[src/rtl/wdt_pkg.sv]
package wdt_pkg;
   typedef enum logic [1:0] {
      WS_ARMED  = 2'd0,
      WS_WARNED = 2'd1,
      WS_PULSE  = 2'd2
   } wdt_state_e;

   localparam int REG_RELOAD   = 0;
   localparam int REG_CTRL     = 1;
   localparam int REG_KICK     = 2;
   localparam int CTRL_EN_BIT  = 0;
   localparam int CTRL_ACK_BIT = 1;
endpackage

[src/rtl/wdt_regs.sv]
module wdt_regs
   import wdt_pkg::*;
#(
   parameter int          ADDR_W     = 2,
   parameter int          DATA_W     = 16,
   parameter int          CNT_W      = 16,
   parameter int          KEY_W      = 16,
   parameter logic [15:0] KEY        = 16'hC35A,
   parameter int          RELOAD_RST = 255
) (
   input  logic              clk_i,
   input  logic              rst_ni,
   input  logic              wr_en_i,
   input  logic [ADDR_W-1:0] wr_addr_i,
   input  logic [DATA_W-1:0] wr_data_i,
   input  logic              hold_i,
   input  logic              wipe_i,
   output logic [CNT_W-1:0]  reload_o,
   output logic              armed_o,
   output logic              arm_start_o,
   output logic              kick_o,
   output logic              ack_o
);
   logic wr_ok, sel_reload, sel_ctrl, sel_kick;
   logic [CNT_W-1:0] reload_q;
   logic armed_q;

   assign wr_ok      = wr_en_i && !hold_i;
   assign sel_reload = wr_ok && (wr_addr_i == ADDR_W'(REG_RELOAD));
   assign sel_ctrl   = wr_ok && (wr_addr_i == ADDR_W'(REG_CTRL));
   assign sel_kick   = wr_ok && (wr_addr_i == ADDR_W'(REG_KICK));

   assign arm_start_o = sel_ctrl && wr_data_i[CTRL_EN_BIT] && !armed_q;
   assign ack_o       = sel_ctrl && wr_data_i[CTRL_ACK_BIT];
   assign kick_o      = sel_kick && (wr_data_i[KEY_W-1:0] == KEY[KEY_W-1:0]);

   always_ff @(posedge clk_i or negedge rst_ni) begin
      if (!rst_ni) begin
         reload_q <= CNT_W'(RELOAD_RST);
         armed_q  <= 1'b0;
      end else if (wipe_i) begin
         reload_q <= CNT_W'(RELOAD_RST);
         armed_q  <= 1'b0;
      end else begin
         if (sel_reload)  reload_q <= wr_data_i[CNT_W-1:0];
         if (arm_start_o) armed_q  <= 1'b1;
      end
   end

   assign reload_o = reload_q;
   assign armed_o  = armed_q;

   // once armed, only the pulse wipe may disarm
   p_enable_lock_r8: assert property (@(posedge clk_i) disable iff (!rst_ni)
      armed_q && !wipe_i |=> armed_q);
   // writes during the reset pulse cannot arm the block
   p_pulse_writes_ignored_r7: assert property (@(posedge clk_i) disable iff (!rst_ni)
      hold_i && !armed_q |=> !armed_q);
endmodule

[src/rtl/wdt_counter.sv]
module wdt_counter #(
   parameter int CNT_W = 16
) (
   input  logic             clk_i,
   input  logic             rst_ni,
   input  logic             run_i,
   input  logic             load_i,
   input  logic [CNT_W-1:0] reload_i,
   output logic             expire_o
);
   logic [CNT_W-1:0] cnt_q;
   logic at_zero;

   assign at_zero  = (cnt_q == '0);
   assign expire_o = run_i && !load_i && at_zero;

   always_ff @(posedge clk_i or negedge rst_ni) begin
      if (!rst_ni)              cnt_q <= '0;
      else if (load_i)          cnt_q <= reload_i;
      else if (run_i) begin
         if (at_zero)           cnt_q <= reload_i;
         else                   cnt_q <= cnt_q - CNT_W'(1);
      end
   end

   // a running, unloaded, non-zero count drops by exactly one
   p_count_down_r1: assert property (@(posedge clk_i) disable iff (!rst_ni)
      run_i && !load_i && !at_zero |=> cnt_q == $past(cnt_q) - CNT_W'(1));
endmodule

[src/rtl/wdt_stage_fsm.sv]
module wdt_stage_fsm
   import wdt_pkg::*;
#(
   parameter int RST_PULSE = 16
) (
   input  logic clk_i,
   input  logic rst_ni,
   input  logic expire_i,
   input  logic kick_ok_i,
   input  logic ack_i,
   output logic alert_o,
   output logic rst_o,
   output logic wipe_o
);
   localparam int PW = (RST_PULSE > 1) ? $clog2(RST_PULSE) : 1;

   wdt_state_e state_q;
   logic alert_q, pulse_done;

   assign wipe_o = (state_q == WS_WARNED) && expire_i;
   assign rst_o  = (state_q == WS_PULSE);

   generate
      if (RST_PULSE > 1) begin : g_long_pulse
         logic [PW-1:0] pcnt_q;
         always_ff @(posedge clk_i or negedge rst_ni) begin
            if (!rst_ni)                                 pcnt_q <= '0;
            else if (wipe_o)                             pcnt_q <= PW'(RST_PULSE - 1);
            else if (state_q == WS_PULSE && pcnt_q != 0) pcnt_q <= pcnt_q - PW'(1);
         end
         assign pulse_done = (pcnt_q == '0);
      end else begin : g_single_pulse
         assign pulse_done = 1'b1;
      end
   endgenerate

   always_ff @(posedge clk_i or negedge rst_ni) begin
      if (!rst_ni) state_q <= WS_ARMED;
      else begin
         unique case (state_q)
            WS_ARMED:  if (expire_i) state_q <= WS_WARNED;
            WS_WARNED: begin
               if (kick_ok_i)     state_q <= WS_ARMED;
               else if (expire_i) state_q <= WS_PULSE;
            end
            WS_PULSE:  if (pulse_done) state_q <= WS_ARMED;
            default:   state_q <= WS_ARMED;
         endcase
      end
   end

   always_ff @(posedge clk_i or negedge rst_ni) begin
      if (!rst_ni)                               alert_q <= 1'b0;
      else if (wipe_o)                           alert_q <= 1'b0;
      else if (state_q == WS_ARMED && expire_i)  alert_q <= 1'b1;
      else if (kick_ok_i || ack_i)               alert_q <= 1'b0;
   end
   assign alert_o = alert_q;

   // checker-only run-length counter for the reset pulse
   int unsigned run_len;
   always_ff @(posedge clk_i or negedge rst_ni) begin
      if (!rst_ni)    run_len <= 0;
      else if (rst_o) run_len <= run_len + 1;
      else            run_len <= 0;
   end

   // the reset pulse only starts from the second stage
   p_rst_after_warn_r2: assert property (@(posedge clk_i) disable iff (!rst_ni)
      $rose(rst_o) |-> $past(state_q) == WS_WARNED);
   // alert is quiet during the pulse
   p_quiet_alert_r6: assert property (@(posedge clk_i) disable iff (!rst_ni)
      rst_o |-> !alert_o);
   // pulse never exceeds its length
   p_pulse_bound_r6: assert property (@(posedge clk_i) disable iff (!rst_ni)
      rst_o |-> run_len < RST_PULSE);
   // pulse ends at exactly its length
   p_pulse_len_r6: assert property (@(posedge clk_i) disable iff (!rst_ni)
      $fell(rst_o) |-> run_len == RST_PULSE);
endmodule

[src/rtl/wdt_two_stage.sv]
module wdt_two_stage #(
   parameter int          ADDR_W     = 2,
   parameter int          DATA_W     = 16,
   parameter int          CNT_W      = 16,
   parameter int          KEY_W      = 16,
   parameter logic [15:0] KEY        = 16'hC35A,
   parameter int          RELOAD_RST = 255,
   parameter int          RST_PULSE  = 16
) (
   input  logic              clk_i,
   input  logic              rst_ni,
   input  logic              wr_en_i,
   input  logic [ADDR_W-1:0] wr_addr_i,
   input  logic [DATA_W-1:0] wr_data_i,
   output logic              alert_irq_o,
   output logic              wdt_rst_o
);
   generate
      if (ADDR_W < 2)          begin : g_bad_addr  $error("ADDR_W must be at least 2"); end
      if (KEY_W > DATA_W || KEY_W > 16) begin : g_bad_key $error("KEY_W too wide"); end
      if (CNT_W > DATA_W || CNT_W < 2) begin : g_bad_cnt $error("CNT_W out of range"); end
      if (RST_PULSE < 1)       begin : g_bad_pulse $error("RST_PULSE must be positive"); end
      if (RELOAD_RST >= (1 << CNT_W) || RELOAD_RST < 0) begin : g_bad_rld $error("RELOAD_RST does not fit"); end
   endgenerate

   logic [CNT_W-1:0] reload;
   logic armed, arm_start, kick, ack, kick_ok, load, expire, wipe;

   assign kick_ok = kick && armed;
   assign load    = arm_start || kick_ok;

   wdt_regs #(
      .ADDR_W(ADDR_W), .DATA_W(DATA_W), .CNT_W(CNT_W),
      .KEY_W(KEY_W), .KEY(KEY), .RELOAD_RST(RELOAD_RST)
   ) u_regs (
      .clk_i(clk_i), .rst_ni(rst_ni),
      .wr_en_i(wr_en_i), .wr_addr_i(wr_addr_i), .wr_data_i(wr_data_i),
      .hold_i(wdt_rst_o), .wipe_i(wipe),
      .reload_o(reload), .armed_o(armed), .arm_start_o(arm_start),
      .kick_o(kick), .ack_o(ack)
   );

   wdt_counter #(.CNT_W(CNT_W)) u_cnt (
      .clk_i(clk_i), .rst_ni(rst_ni),
      .run_i(armed), .load_i(load), .reload_i(reload),
      .expire_o(expire)
   );

   wdt_stage_fsm #(.RST_PULSE(RST_PULSE)) u_fsm (
      .clk_i(clk_i), .rst_ni(rst_ni),
      .expire_i(expire), .kick_ok_i(kick_ok), .ack_i(ack),
      .alert_o(alert_irq_o), .rst_o(wdt_rst_o), .wipe_o(wipe)
   );

   // an accepted refresh drops the alert on that edge
   p_kick_clears_alert_r3: assert property (@(posedge clk_i) disable iff (!rst_ni)
      kick_ok |=> !alert_irq_o);
   // a disarmed block never raises an alert
   p_idle_silent_r9: assert property (@(posedge clk_i) disable iff (!rst_ni)
      !armed && !arm_start |=> !$rose(alert_irq_o));
endmodule

[config.mk]
export PLATFORM = sky130hd
export DESIGN_NAME = wdt_two_stage
export DESIGN_NICKNAME = d
export VERILOG_FILES = /design/src/rtl/wdt_pkg.sv /design/src/rtl/wdt_regs.sv /design/src/rtl/wdt_counter.sv /design/src/rtl/wdt_stage_fsm.sv /design/src/rtl/wdt_two_stage.sv
export SDC_FILE = /design/constraint.sdc
export NUM_CORES = 1
export LEC_CHECK = 0
export BUFFER_PORTS_ARGS = -buffer_cell sky130_fd_sc_hd__buf_2
export CAP_MARGIN = 40
export CORE_MARGIN = 4
export CORE_UTILIZATION = 45
export CTS_BUF_LIST = sky130_fd_sc_hd__clkbuf_4 sky130_fd_sc_hd__clkbuf_8 sky130_fd_sc_hd__clkbuf_16
export CTS_CLUSTER_DIAMETER = 40
export DETAILED_ROUTE_END_ITERATION = 16
export GPL_TIMING_DRIVEN = 0
export PLACE_DENSITY = 0.61
export SYNTH_ARGS = -nofsm -noshare
export SYNTH_HDL_FRONTEND = slang
export SYNTH_HIERARCHICAL = 1
export SYNTH_SLANG_ARGS = --single-unit
[constraint.sdc]
create_clock -name clk_i -period 8.5 [get_ports clk_i]
set_input_delay 0.425 -clock clk_i [delete_from_list [all_inputs] [get_ports clk_i]]
set_output_delay 0.425 -clock clk_i [all_outputs]
set_load 0.01 [all_outputs]
==> results.yml <==
cells_and_area:
  fillCellCount: 489
  layout.nets: 308
  instances_no_fill: 352
  area_growth_syn_to_layout_pct: 13.6
  fin_util: 0.541
  antennaDiodeCount: 0
  regArea_mm2: 0.00101
  drive_gt1_frac: 0.211
  multi_input_area_mm2: 0.00117
  design_area_mm2: 0.00261
detailed_routing:
  ant_nets: 0
  viasPerCell: 5.64
  vias: 1986
  drt-pass1-iter-count: 4
  dr.first_iter.drc_count: 196
  drc_errors: 0
  wl_per_cell_um: 15.4
  drt_wl_total_mm: 5.41
setup_path:
  r2r_cells: 10
  r2r_start: "u_cnt/cnt_q[0]$_DFFE_PN0P_"
  worstPathCellList: "inv_1 > ha_1 > or4b_1 > or4_4 > nor3b_1 > nand2b_1 > or2_4 > inv_1 > clkbuf_1 > nand3b_1"
  cp_slowest_stage_delay_ps: 480
  path_class: "flip-flop to flip-flop"
  reg2reg_setup_slack_ps: 5300
  worstSetupStartpointType: "flip-flop"
  crit_path_end_kind: "flip-flop"
  r2r_end: "u_regs/reload_o[7]$_DFFE_PN1P_"
  cp_max_fo: 10
  cp_num_cells: 10
  required_ps: 8730
  worstPathArrival_ps: 3430
  crit_slowest_cell: "or4b_1"
  cpMostUsedCell: "inv_1"
  critical_path.top_delay_family: "simple AND/OR/NAND/NOR gates"
  critPathBufInv: 3
clock_network:
  worstSkewPairLatency_ps: 290
  postCtsSetupRepairBufs: 0
  cts_tree: "done"
  htree_levels: 2
  cts_sinks: 40
  clockRootBuffer: "clkbuf_8"
  cts_buffer_depth: 2
  cts_buffers: 5
  cts-resized-gates: 0
  holdBufCountCts: 0
  path_clk_slew_ps: 80
power_and_ir_drop:
  seqPwrFrac: 0.526
  pwr-share-comb: 0.235
  internal-power_mw: 0.386
  p_sw_frac: 0.330
  powerDensity_mw_per_mm2: 221
  vdd_drop_max_v: 0.0000927
  p_leak_nw: 1.14
  power.switching_mw: 0.190
  pwr-share-clk: 0.239
grt:
  grt_usage: 0.189
  antenna_found_initial: 0
  grt-ovfl-total: 0
  grt_pass1_vias: 1871
  grt_pass1_wl_mm: 9.29
  grt_max_degree: 29
place:
  dp_cells: 344
  placed_area_mm2: 0.00251
  port_buffers: 22
  dp_hpwl_mm: 4.11
  gp_congestion: 0.813
run_status:
  status: "completed"
floorplan:
  die_area_mm2: 0.00631
  fp-row-count: 25
  initial_core_util: 0.476
  core_area_mm2: 0.00482
  pin_count: 23
  die_y_um: 79.4
  die-width_um: 79.4
min_path:
  hold_class: "primary input to asynchronous set/reset pin"
synth:
  ys_types: 55
  syn_area_mm2: 0.00229
  syn_nets: 278
  avgSynthCellArea_um2: 9.03
  ys_warn_count: 6
  async_reset_ff_frac: 1.00
  yosysSeqAreaShare: 0.441
  synth_ff_type: "dfrtp_1"
  synth_edf_count: 0
  postSynthCellCount: 254
  ys_seq_elements: 40
sta:
  max_slew.worst_pin.slew_ps: 857
  max_freq_mhz: 313
  fin_crit_sh: 0.376
  slew_violations: 0
  relSlewSlack: 0.423
  setup_violations: 0
  rsz0062_at_grt: "no"
  setup-tns-final_ps: 0
  hold_violations: 0
  fin_skew_ps: 4.82
  period_minus_slack_ps: 3200
run:
  max-cap-violations: 0
worst max path at each step:
stage | endpoint | from | slack (ps)
2_1_floorplan | u_regs/reload_o[7]$_DFFE_PN1P_ | u_cnt/cnt_q[10]$_DFFE_PN0P_ | 5690
3_3_place_gp | u_regs/reload_o[7]$_DFFE_PN1P_ | u_cnt/cnt_q[8]$_DFFE_PN0P_ | 5340
3_5_place_dp | u_regs/reload_o[7]$_DFFE_PN1P_ | u_cnt/cnt_q[0]$_DFFE_PN0P_ | 5330
4_1_cts | u_regs/reload_o[7]$_DFFE_PN1P_ | u_cnt/cnt_q[0]$_DFFE_PN0P_ | 5280
5_1_grt | u_regs/reload_o[15]$_DFFE_PN0P_ | u_cnt/cnt_q[0]$_DFFE_PN0P_ | 5100
6_report | u_regs/reload_o[7]$_DFFE_PN1P_ | u_cnt/cnt_q[0]$_DFFE_PN0P_ | 5300
cells in the mapped netlist (all sizes together) (6+ instances only):
cell,n,share of area
a21oi,21,0.047
buf,6,0.026
dfrtp,32,0.35
dfstp,8,0.092
inv,11,0.018
nand2,38,0.065
nand3,20,0.044
nand3b,8,0.026
nand4,6,0.016
nor2,18,0.029
nor3,7,0.017
nor3b,8,0.033
o21ai,13,0.030
power by group through the flow:
| stage | clock network [mW] | logic (mW) | registers [mW] |
|---|---|---|---|
| 2_1_floorplan | 0 | 0.107 | 0.288 |
| 3_3_place_gp | 0 | 0.131 | 0.303 |
| 3_5_place_dp | 0 | 0.135 | 0.305 |
| 4_1_cts | 0.142 | 0.136 | 0.301 |
| 5_1_grt | 0.148 | 0.155 | 0.311 |
| 6_report | 0.138 | 0.136 | 0.303 |
routing by layer:
metal  GRT usage  vias to the layer above  wire [um]
met2       0.271                       58       2310
met5           0                        -          0
met3      0.0361                        8        306
met4      0.0636                        0         89
met1       0.284                      939       2700
li1            -                      981          -
flip-flops by register name, indices dropped and copies added (netlist names):
signal and count:
u_cnt/cnt_q 16, u_regs/reload_o 16, u_fsm/g_long_pulse.pcnt_q 4, u_fsm/state_q 2
u_fsm/alert_o 1, u_regs/armed_o 1
cell usage in the layout, fill, tap and decap left out, types with 4 or more instances in the layout:
master / n
o21ai_1: 8
nor3_1: 6
a31oi_1: 4
inv_1: 11
dfstp_2: 8
nor4_1: 5
nor2_1: 18
nand4_1: 6
nand2b_1: 4
nand3_1: 20
buf_2: 24
a21oi_1: 20
clkbuf_8: 6
nand2_1: 37
o21ai_0: 4
nor3b_1: 5
nand3b_1: 8
dfrtp_1: 32
cell type report:
cell class / instances / share of cell area
Timing Repair Buffer: 23 / 0.0499
Clock buffer: 8 / 0.0374
Inverter: 11 / 0.0158
Buffer: 9 / 0.0269
Tap cell: 67 / 0.0322
Sequential cell: 40 / 0.388
Multi-Input combinational cell: 194 / 0.450
cell families after synthesis:
logic type / share of synthesized area
compound gates: 0.153
xor+xnor: 0.00382
fa+ha+maj: 0.0164
buf+inv: 0.0485
flops: 0.441
simple gates: 0.338
through the flow:
| stage | total power, mW | setup WS (ps) | hold WS (ps) |
|---|---|---|---|
| floorplan | 0.395 | 5690 | 129 |
| finish | 0.576 | 5300 | 23.5 |
| detailed placement | 0.440 | 5330 | 348 |
| CTS | 0.579 | 5280 | 27.0 |
| global route | 0.614 | 5100 | 42.9 |
| global placement | 0.434 | 5340 | 430 |
(Power assumes the default switching activity.)
